[src/rtl/fault_guard_pkg.sv]
package fault_guard_pkg;

    typedef enum logic [2:0] {
        ST_IDLE     = 3'd0,
        ST_UVLO     = 3'd1,
        ST_RUN      = 3'd2,
        ST_LATCH_CL = 3'd3,
        ST_LATCH_OV = 3'd4,
        ST_LATCH_OT = 3'd5
    } guard_state_e;

    typedef enum logic [2:0] {
        FC_NONE   = 3'd0,
        FC_UVLO   = 3'd1,
        FC_THERM  = 3'd2,
        FC_OV_REL = 3'd3,
        FC_OV_ABS = 3'd4,
        FC_ILIM   = 3'd5
    } fault_code_e;

    typedef struct packed {
        logic top_off;
        logic bot_on;
        logic both_off;
    } drv_override_t;

endpackage

[src/rtl/ilim_pulse_counter.sv]
module ilim_pulse_counter #(
    parameter int PULSE_LIMIT = 32
) (
    input  logic clk,
    input  logic rst_n,
    input  logic count_en,
    input  logic core_low,
    input  logic trip,
    output logic limit_hit
);
    localparam int CW = $clog2(PULSE_LIMIT + 1);
    localparam logic [CW-1:0] LIMIT_V = CW'(PULSE_LIMIT);

    logic [CW-1:0] cnt;
    logic          trip_q;
    logic          trip_rise;

    assign trip_rise = trip && !trip_q;

    always_ff @(posedge clk or negedge rst_n) begin
        if (!rst_n) begin
            cnt    <= '0;
            trip_q <= 1'b0;
        end else begin
            trip_q <= trip;
            if (!count_en) begin
                cnt <= '0;
            end else if (!core_low && !trip) begin
                cnt <= '0;
            end else if (trip_rise && core_low && cnt != LIMIT_V) begin
                cnt <= cnt + CW'(1);
            end
        end
    end

    assign limit_hit = (cnt == LIMIT_V);

    AST_CNT_NO_OVERFLOW: assert property (@(posedge clk) disable iff (!rst_n) cnt <= LIMIT_V);
    AST_CNT_STEP: assert property (@(posedge clk) disable iff (!rst_n) (cnt != $past(cnt)) |-> (cnt == '0 || cnt == $past(cnt) + CW'(1)));

endmodule

[src/rtl/guard_fsm.sv]
module guard_fsm
    import fault_guard_pkg::*;
(
    input  logic          clk,
    input  logic          rst_n,
    input  logic          en,
    input  logic          uvlo,
    input  logic          ss_done,
    input  logic          trans_active,
    input  logic          ovp_rel,
    input  logic          ovp_abs,
    input  logic          over_temp,
    input  logic          cl_hit,
    output logic          running,
    output fault_code_e   code,
    output drv_override_t ovr,
    output logic          latched
);
    guard_state_e state, state_nxt;
    fault_code_e  code_nxt;
    logic         rel_armed;
    logic         ov_any;

    assign rel_armed = ovp_rel && ss_done && !trans_active;
    assign ov_any    = ovp_abs || rel_armed;

    always_comb begin
        state_nxt = state;
        code_nxt  = code;
        if (uvlo) begin
            state_nxt = ST_UVLO;
            code_nxt  = FC_UVLO;
        end else if (!en) begin
            state_nxt = ST_IDLE;
            code_nxt  = FC_NONE;
        end else begin
            unique case (state)
                ST_IDLE, ST_UVLO: begin
                    state_nxt = ST_RUN;
                    code_nxt  = FC_NONE;
                end
                ST_RUN: begin
                    if (over_temp) begin
                        state_nxt = ST_LATCH_OT;
                        code_nxt  = FC_THERM;
                    end else if (ovp_abs) begin
                        state_nxt = ST_LATCH_OV;
                        code_nxt  = FC_OV_ABS;
                    end else if (rel_armed) begin
                        state_nxt = ST_LATCH_OV;
                        code_nxt  = FC_OV_REL;
                    end else if (cl_hit) begin
                        state_nxt = ST_LATCH_CL;
                        code_nxt  = FC_ILIM;
                    end
                end
                ST_LATCH_CL: begin
                    if (over_temp)   state_nxt = ST_LATCH_OT;
                    else if (ov_any) state_nxt = ST_LATCH_OV;
                end
                ST_LATCH_OV: begin
                    if (over_temp) state_nxt = ST_LATCH_OT;
                end
                ST_LATCH_OT: state_nxt = ST_LATCH_OT;
                default: begin
                    state_nxt = ST_IDLE;
                    code_nxt  = FC_NONE;
                end
            endcase
        end
    end

    always_ff @(posedge clk or negedge rst_n) begin
        if (!rst_n) begin
            state <= ST_IDLE;
            code  <= FC_NONE;
        end else begin
            state <= state_nxt;
            code  <= code_nxt;
        end
    end

    always_comb begin
        ovr     = '0;
        latched = 1'b0;
        running = 1'b0;
        unique case (state)
            ST_IDLE, ST_UVLO: ovr.both_off = 1'b1;
            ST_RUN:           running = 1'b1;
            ST_LATCH_CL: begin
                ovr.top_off = 1'b1;
                latched     = 1'b1;
            end
            ST_LATCH_OV: begin
                ovr.top_off = 1'b1;
                ovr.bot_on  = 1'b1;
                latched     = 1'b1;
            end
            ST_LATCH_OT: begin
                ovr.both_off = 1'b1;
                latched      = 1'b1;
            end
            default: ovr.both_off = 1'b1;
        endcase
    end

    AST_REL_OV_MASKED: assert property (@(posedge clk) disable iff (!rst_n) (running && en && !uvlo && trans_active && !ovp_abs && !over_temp && !cl_hit) |=> !latched);
    AST_ABS_OV_LATCH: assert property (@(posedge clk) disable iff (!rst_n) (running && en && !uvlo && ovp_abs && !over_temp) |=> (ovr.bot_on && latched));
    AST_THERMAL_OFF: assert property (@(posedge clk) disable iff (!rst_n) (latched && en && !uvlo && over_temp) |=> (ovr.both_off && !ovr.bot_on && latched));
    AST_UVLO_OFF: assert property (@(posedge clk) disable iff (!rst_n) uvlo |=> (ovr.both_off && !latched));
    AST_LATCH_HOLD: assert property (@(posedge clk) disable iff (!rst_n) (latched && en && !uvlo) |=> latched);
    AST_CODE_HELD: assert property (@(posedge clk) disable iff (!rst_n) (latched && $past(latched)) |-> $stable(code));

endmodule

[src/rtl/fault_guard.sv]
module fault_guard
    import fault_guard_pkg::*;
#(
    parameter int ILIM_PULSES = 32
) (
    input  logic       clk,
    input  logic       rst_n,
    input  logic       en,
    input  logic       uvlo,
    input  logic       ss_done,
    input  logic       trans_active,
    input  logic       ovp_rel,
    input  logic       ovp_abs,
    input  logic       core_low,
    input  logic       ilim_trip,
    input  logic       over_temp,
    output logic [2:0] fault_code,
    output logic       force_top_off,
    output logic       force_bot_on,
    output logic       force_both_off,
    output logic       latched_off
);
    logic          running;
    logic          cl_hit;
    fault_code_e   code;
    drv_override_t ovr;

    ilim_pulse_counter #(
        .PULSE_LIMIT (ILIM_PULSES)
    ) u_ilim_cnt (
        .clk       (clk),
        .rst_n     (rst_n),
        .count_en  (running && ss_done),
        .core_low  (core_low),
        .trip      (ilim_trip),
        .limit_hit (cl_hit)
    );

    guard_fsm u_fsm (
        .clk          (clk),
        .rst_n        (rst_n),
        .en           (en),
        .uvlo         (uvlo),
        .ss_done      (ss_done),
        .trans_active (trans_active),
        .ovp_rel      (ovp_rel),
        .ovp_abs      (ovp_abs),
        .over_temp    (over_temp),
        .cl_hit       (cl_hit),
        .running      (running),
        .code         (code),
        .ovr          (ovr),
        .latched      (latched_off)
    );

    assign fault_code     = code;
    assign force_top_off  = ovr.top_off;
    assign force_bot_on   = ovr.bot_on;
    assign force_both_off = ovr.both_off;

    AST_NO_BOT_WITH_OFF: assert property (@(posedge clk) disable iff (!rst_n) !(force_bot_on && force_both_off));

endmodule

[config.mk]
export PLATFORM = sky130hd
export DESIGN_NAME = fault_guard
export DESIGN_NICKNAME = d
export VERILOG_FILES = /design/src/rtl/fault_guard_pkg.sv /design/src/rtl/ilim_pulse_counter.sv /design/src/rtl/guard_fsm.sv /design/src/rtl/fault_guard.sv
export SDC_FILE = /design/constraint.sdc
export NUM_CORES = 1
export LEC_CHECK = 0
export BUFFER_PORTS_ARGS = -buffer_cell sky130_fd_sc_hd__clkbuf_2
export CAP_MARGIN = 25
export CORE_UTILIZATION = 45
export DETAILED_ROUTE_END_ITERATION = 6
export HOLD_SLACK_MARGIN = 0.02
export PLACE_DENSITY = 0.69
export SLEW_MARGIN = 20
export SYNTH_ARGS = -nofsm -noshare
export SYNTH_HDL_FRONTEND = slang
export SYNTH_SLANG_ARGS = --single-unit
[constraint.sdc]
create_clock -name clk -period 2.1 [get_ports clk]
set_clock_uncertainty 0.15 [all_clocks]
set_input_delay 0.315 -clock clk [delete_from_list [all_inputs] [get_ports clk]]
set_output_delay 0.315 -clock clk [all_outputs]
set_load 0.1 [all_outputs]
### Yosys cells after proc, flatten, opt, wreduce, memory -nomap -nowiden

Index checks and enable logic that the tools add are counted.

* add/sub/neg operators: 1
* equality and inequality tests: 12
* muxes and demuxes: 25
* reductions and logical operators: 19

Operators by type and width (count)
* $mux W3: 15
* $mux W6: 3
* $pmux W3 S5: 1
* $logic_and A1 B1 Y1: 7
* $ne A7 B6 Y1 const B: 1
* $add A6 B1 Y6 const B: 1
* $eq A3 B2 Y1 const B: 2
* $eq A3 B3 Y1 const B: 2
* $eq A6 B6 Y1 const B: 1
* $ne A6 B6 Y1 const B: 1
* $pmux W3 S2: 1
* $reduce_or A3 Y1: 2
* $mux W1: 5
* $ne A5 B4 Y1 const B: 1
* $logic_not A1 Y1: 4
* $ne A4 B4 Y1 const B: 1
* $reduce_or A2 Y1: 2
* $eq A3 B1 Y1 const B: 1
* $logic_not A3 Y1: 1
* $ne A3 B2 Y1 const B: 1
* $ne A3 B3 Y1 const B: 1
* $reduce_and A3 Y1: 1
* $reduce_and A2 Y1: 1
* $logic_or A1 B1 Y1: 1

* register bits after elaboration: 13
* input bits: 11
* output and inout bits: 7
* word-level logic and storage cells: 61

### Depth between registers and ports, before layout

* depth in word-level cells: 8
* depth in mapped cells: 6
* mapped depth without buffers: 6

### By module

Synthesis repeated with hierarchy kept, for this count alone.

* cells, all modules: 81
* area, all modules: 795.8 um^2

By module, submodules not included
* guard_fsm: times used 1, cells each 41, area each 415.4 um^2, sequential area each 150.1 um^2
* ilim_pulse_counter: times used 1, cells each 39, area each 374.1 um^2, sequential area each 175.2 um^2
* fault_guard: times used 1, cells each 1, area each 6.3 um^2, sequential area each 0.0 um^2

### Least setup slack after synthesis

OpenSTA, ideal clock, no wires.

* path type: register to output
* from: register u_fsm.state[1]
* to: output force_both_off
* data arrival time: 2824 ps
* data required time: 1635 ps
* slack: -1189 ps
* stages on the path, launching flop included: 4
* path buffers: 0
* cell sequence: dfrtp_1 nand2b_1 nor2_1 nor2_1

* longest elaborated chain between the ends: 3
* elaborated cells between the ends (all ways): 5
* classes of those cells: eq/ne (3); mux (1); reduce/logical (1)

Ends and longest elaborated chain
* start, declared: RTL line guard_fsm.sv:19 `guard_state_e state, state_nxt;`
* start signal, assigned: RTL line guard_fsm.sv:78 `state <= state_nxt;`
* $eq A3 B2 Y1 / $eq A3 B3 Y1 (equally long branches): RTL line guard_fsm.sv:87 `unique case (state)`
* $reduce_or A3 Y1 (no line) *
* $mux W1 *: RTL line guard_fsm.sv:87
* end, declared: RTL line fault_guard.sv:20 `output logic force_both_off,`

Every way passes the cells marked *; elsewhere a longest branch is shown, timed or not.

### Worst setup path after layout

Same ends and word-level chain as after synthesis.

==> out/qor.yml <==
cts.sink_count: 13
cp_num_buf_inv: 1
diodes: 0
crit_arrival_ps: 1520
critPathCaptureType: "primary output"
max-slew-margin-rel_pct: 62.38
yosysTopAreaCell: "dfrtp_1"
io_buffers: 17
wl_met3_um: 54
tns_ps: 0
wl_met1_um: 684
cts_resized: 0
drive_above_1_share_pct: 25.24
yosys_register_bits: 13
initial_utilization_pct: 49.27
p_sw_uw: 170.8
synth_edf_count: 0
slew_viol_final: 0
min_period_ps: 1987
fp.dieH_um: 43.08
coreArea_sq_mm: 0.001541
netlist_area_sq_um: 759.5
syn_to_final_growth_pct: 24.55
grt_pass1_wl_mm: 2.656
cpMaxStageDelayCell: "clkbuf_2"
wl_per_cell_um: 13.39
tightestPinTransition_ps: 558.4
fmax_mhz: 503.2
rows: 14
antenna_found_initial: 0
dp_cells: 113
nets: 117
grt_pass1_vias: 628
fp.dieArea_sq_mm: 0.001856
status: "completed"
cts_setup_buffers: 0
root_buffer: "clkbuf_4"
top_layer_used: "met4"
vias_per_cell: 5.655
synthTopCellsByArea: "dfrtp_1 43%, nor2_1 6.4%, xor2_1 4.6%"
setup_viol_count_final: 0
hold_violations: 0
dp_hpwl_mm: 1.221
p_sw_share_pct: 31.72
clockBufferDepth: 2
p_leak_nw: 0.4273
p_int_uw: 367.6
startpoint_type: "register"
crit_chain: "nand2b_1 -> nor2_4 -> nor2_2 -> clkbuf_2"
pin_count: 18
cts_buffers: 3
power_frac_comb_pct: 22.0
drc: 0
track_usage_pct: 19.54
drt_iter0_markers: 11
grt_max_degree: 14
dr_total_vias: 673
critPathKind: "reg -> out"
cts_max_level: 1
drv_cap: 0
cts_tree: "yes"
ys.flop_type: "dfrtp_1"
wl_mm: 1.594
synth-seq-area-share_pct: 42.83
die_w_um: 43.08
antenna_left: 0
ctsHoldBuffers: 2
drt_first_pass_iters: 4
synth.top_cell.area_share_pct: 42.83
path_delay_family: "buffers and inverters"
power_frac_seq_pct: 49.0
fin_cells: 119
finalPower_uw: 538.4
cp.required_ps: 1630
rsz0062_at_grt: "false"
clkLatencyLatePin_ps: 280
critPathMaxFanout: 5
place_congestion: 0.8076
syn_inst: 82
route.met2.wl_um: 814
crit_path_max_incr_delay_ps: 450
irDropWorstVdd_mv: 0.3981
synth_area_per_cell_sq_um: 9.262
grt_overflow_total: 0
synthArstFlopShare_pct: 100.0
synth.distinct_cells: 30
clkPwrFrac_pct: 29.0
p_per_area_mw_per_mm2: 569.2
synth_nets: 95
ys_warn_count: 0
cts.clk_slew.worst_paths_ps: 80
period_share_pct: 94.63
hold_path.class: "in -> reg"
cells by family after synthesis:
family | share of synthesized area (%)
and+or+nand+nor | 27.02
AOI/OAI and AO/OA | 16.31
DFF | 42.83
xor gates and xnor gates | 5.766
buffers and inverters | 3.460
adders and majority gates | 3.294
muxes | 1.318
cell usage in the layout, fill, tap and decap left out, types with 3 or more instances in the layout:
master	synthesis	routed
clkbuf_4	0	3
or3_1	3	3
nor2_1	13	11
nand2b_1	5	5
dfrtp_1	13	13
clkbuf_2	0	14
nand2_1	6	6
o31ai_1	3	3
xor2_1	4	4
o21ai_0	6	5
nand4_1	3	3
registers in the layout, indices dropped and copies added, names as in the netlist:
signal,cells
u_ilim_cnt.trip_q,1
u_ilim_cnt.cnt,6
u_fsm.state,3
u_fsm.code,3
through the flow:
step / hold WS [ps] / setup slack, ps / instance area (sq um) / util, %
2_1_floorplan: -130.6 / 29.42 / 773.2 / -
3_3_place_gp: 76.19 / 380.2 / 899.6 / 58.36
3_5_place_dp: 78.14 / 328.7 / 899.6 / 58.36
4_1_cts: 120.5 / 92.08 / 945.9 / 61.36
5_1_grt: 135.7 / 26.51 / 945.9 / 61.36
6_report: 130.9 / 112.7 / 945.9 / 61.36
routing by layer:
layer	vias to the layer above	GRT usage, %
li1	339	-
met1	314	22.68
met2	15	33.73
met3	5	1.702
met4	0	12.73
met5	-	0
cell type report:
type                       count  area [sq um]
multi-input combinational     64         421.7
tap                           16         20.02
sequential                    13         325.3
timing repair buffer          20         145.1
inverter                       2         7.507
clock buffer                   4         26.28
fill                         154         595.6
synth_stat cells (all sizes together) (2+ instances only):
| cell | number |
|---|---|
| nand2 | 6 |
| nand2b | 5 |
| xor2 | 4 |
| ha | 2 |
| dfrtp | 13 |
| a21oi | 2 |
| nand4 | 3 |
| clkbuf | 2 |
| o21ai | 6 |
| or3 | 3 |
| inv | 2 |
| nor2b | 2 |
| o31ai | 3 |
| nor2 | 14 |
power groups by stage:
stage / clock network [mW] / logic [mW] / registers [mW]
2_1_floorplan: 0 / 0.0701 / 0.276
3_3_place_gp: 0 / 0.116 / 0.269
3_5_place_dp: 0 / 0.116 / 0.269
4_1_cts: 0.163 / 0.120 / 0.264
5_1_grt: 0.171 / 0.127 / 0.265
6_report: 0.156 / 0.119 / 0.264
final timing paths:
path / startpoint / end / slack [ps] / depth (start not counted)
worst max register to register: u_ilim_cnt.cnt[0] / u_fsm.state[0] / 310 / 6
max in group asynchronous: rst_n / u_ilim_cnt.cnt[2] / 1230 / 2
worst min register to register: u_fsm.state[2] / u_fsm.state[1] / 340 / 1
worst min-delay path: uvlo / u_fsm.state[0] / 130 / 2
worst max-delay path: u_fsm.state[1] / force_both_off / 110 / 4
min in group asynchronous: rst_n / u_ilim_cnt.cnt[0] / 330 / 2
worst reg2reg max path, cell delays in order (launching register included):
cell	delay [ps]
dfrtp_1	390
inv_1	90
ha_1	210
nand4bb_2	110
nor2_2	60
or4_1	460
a31o_1	210
Note: power is estimated with default switching activity, not from simulation.
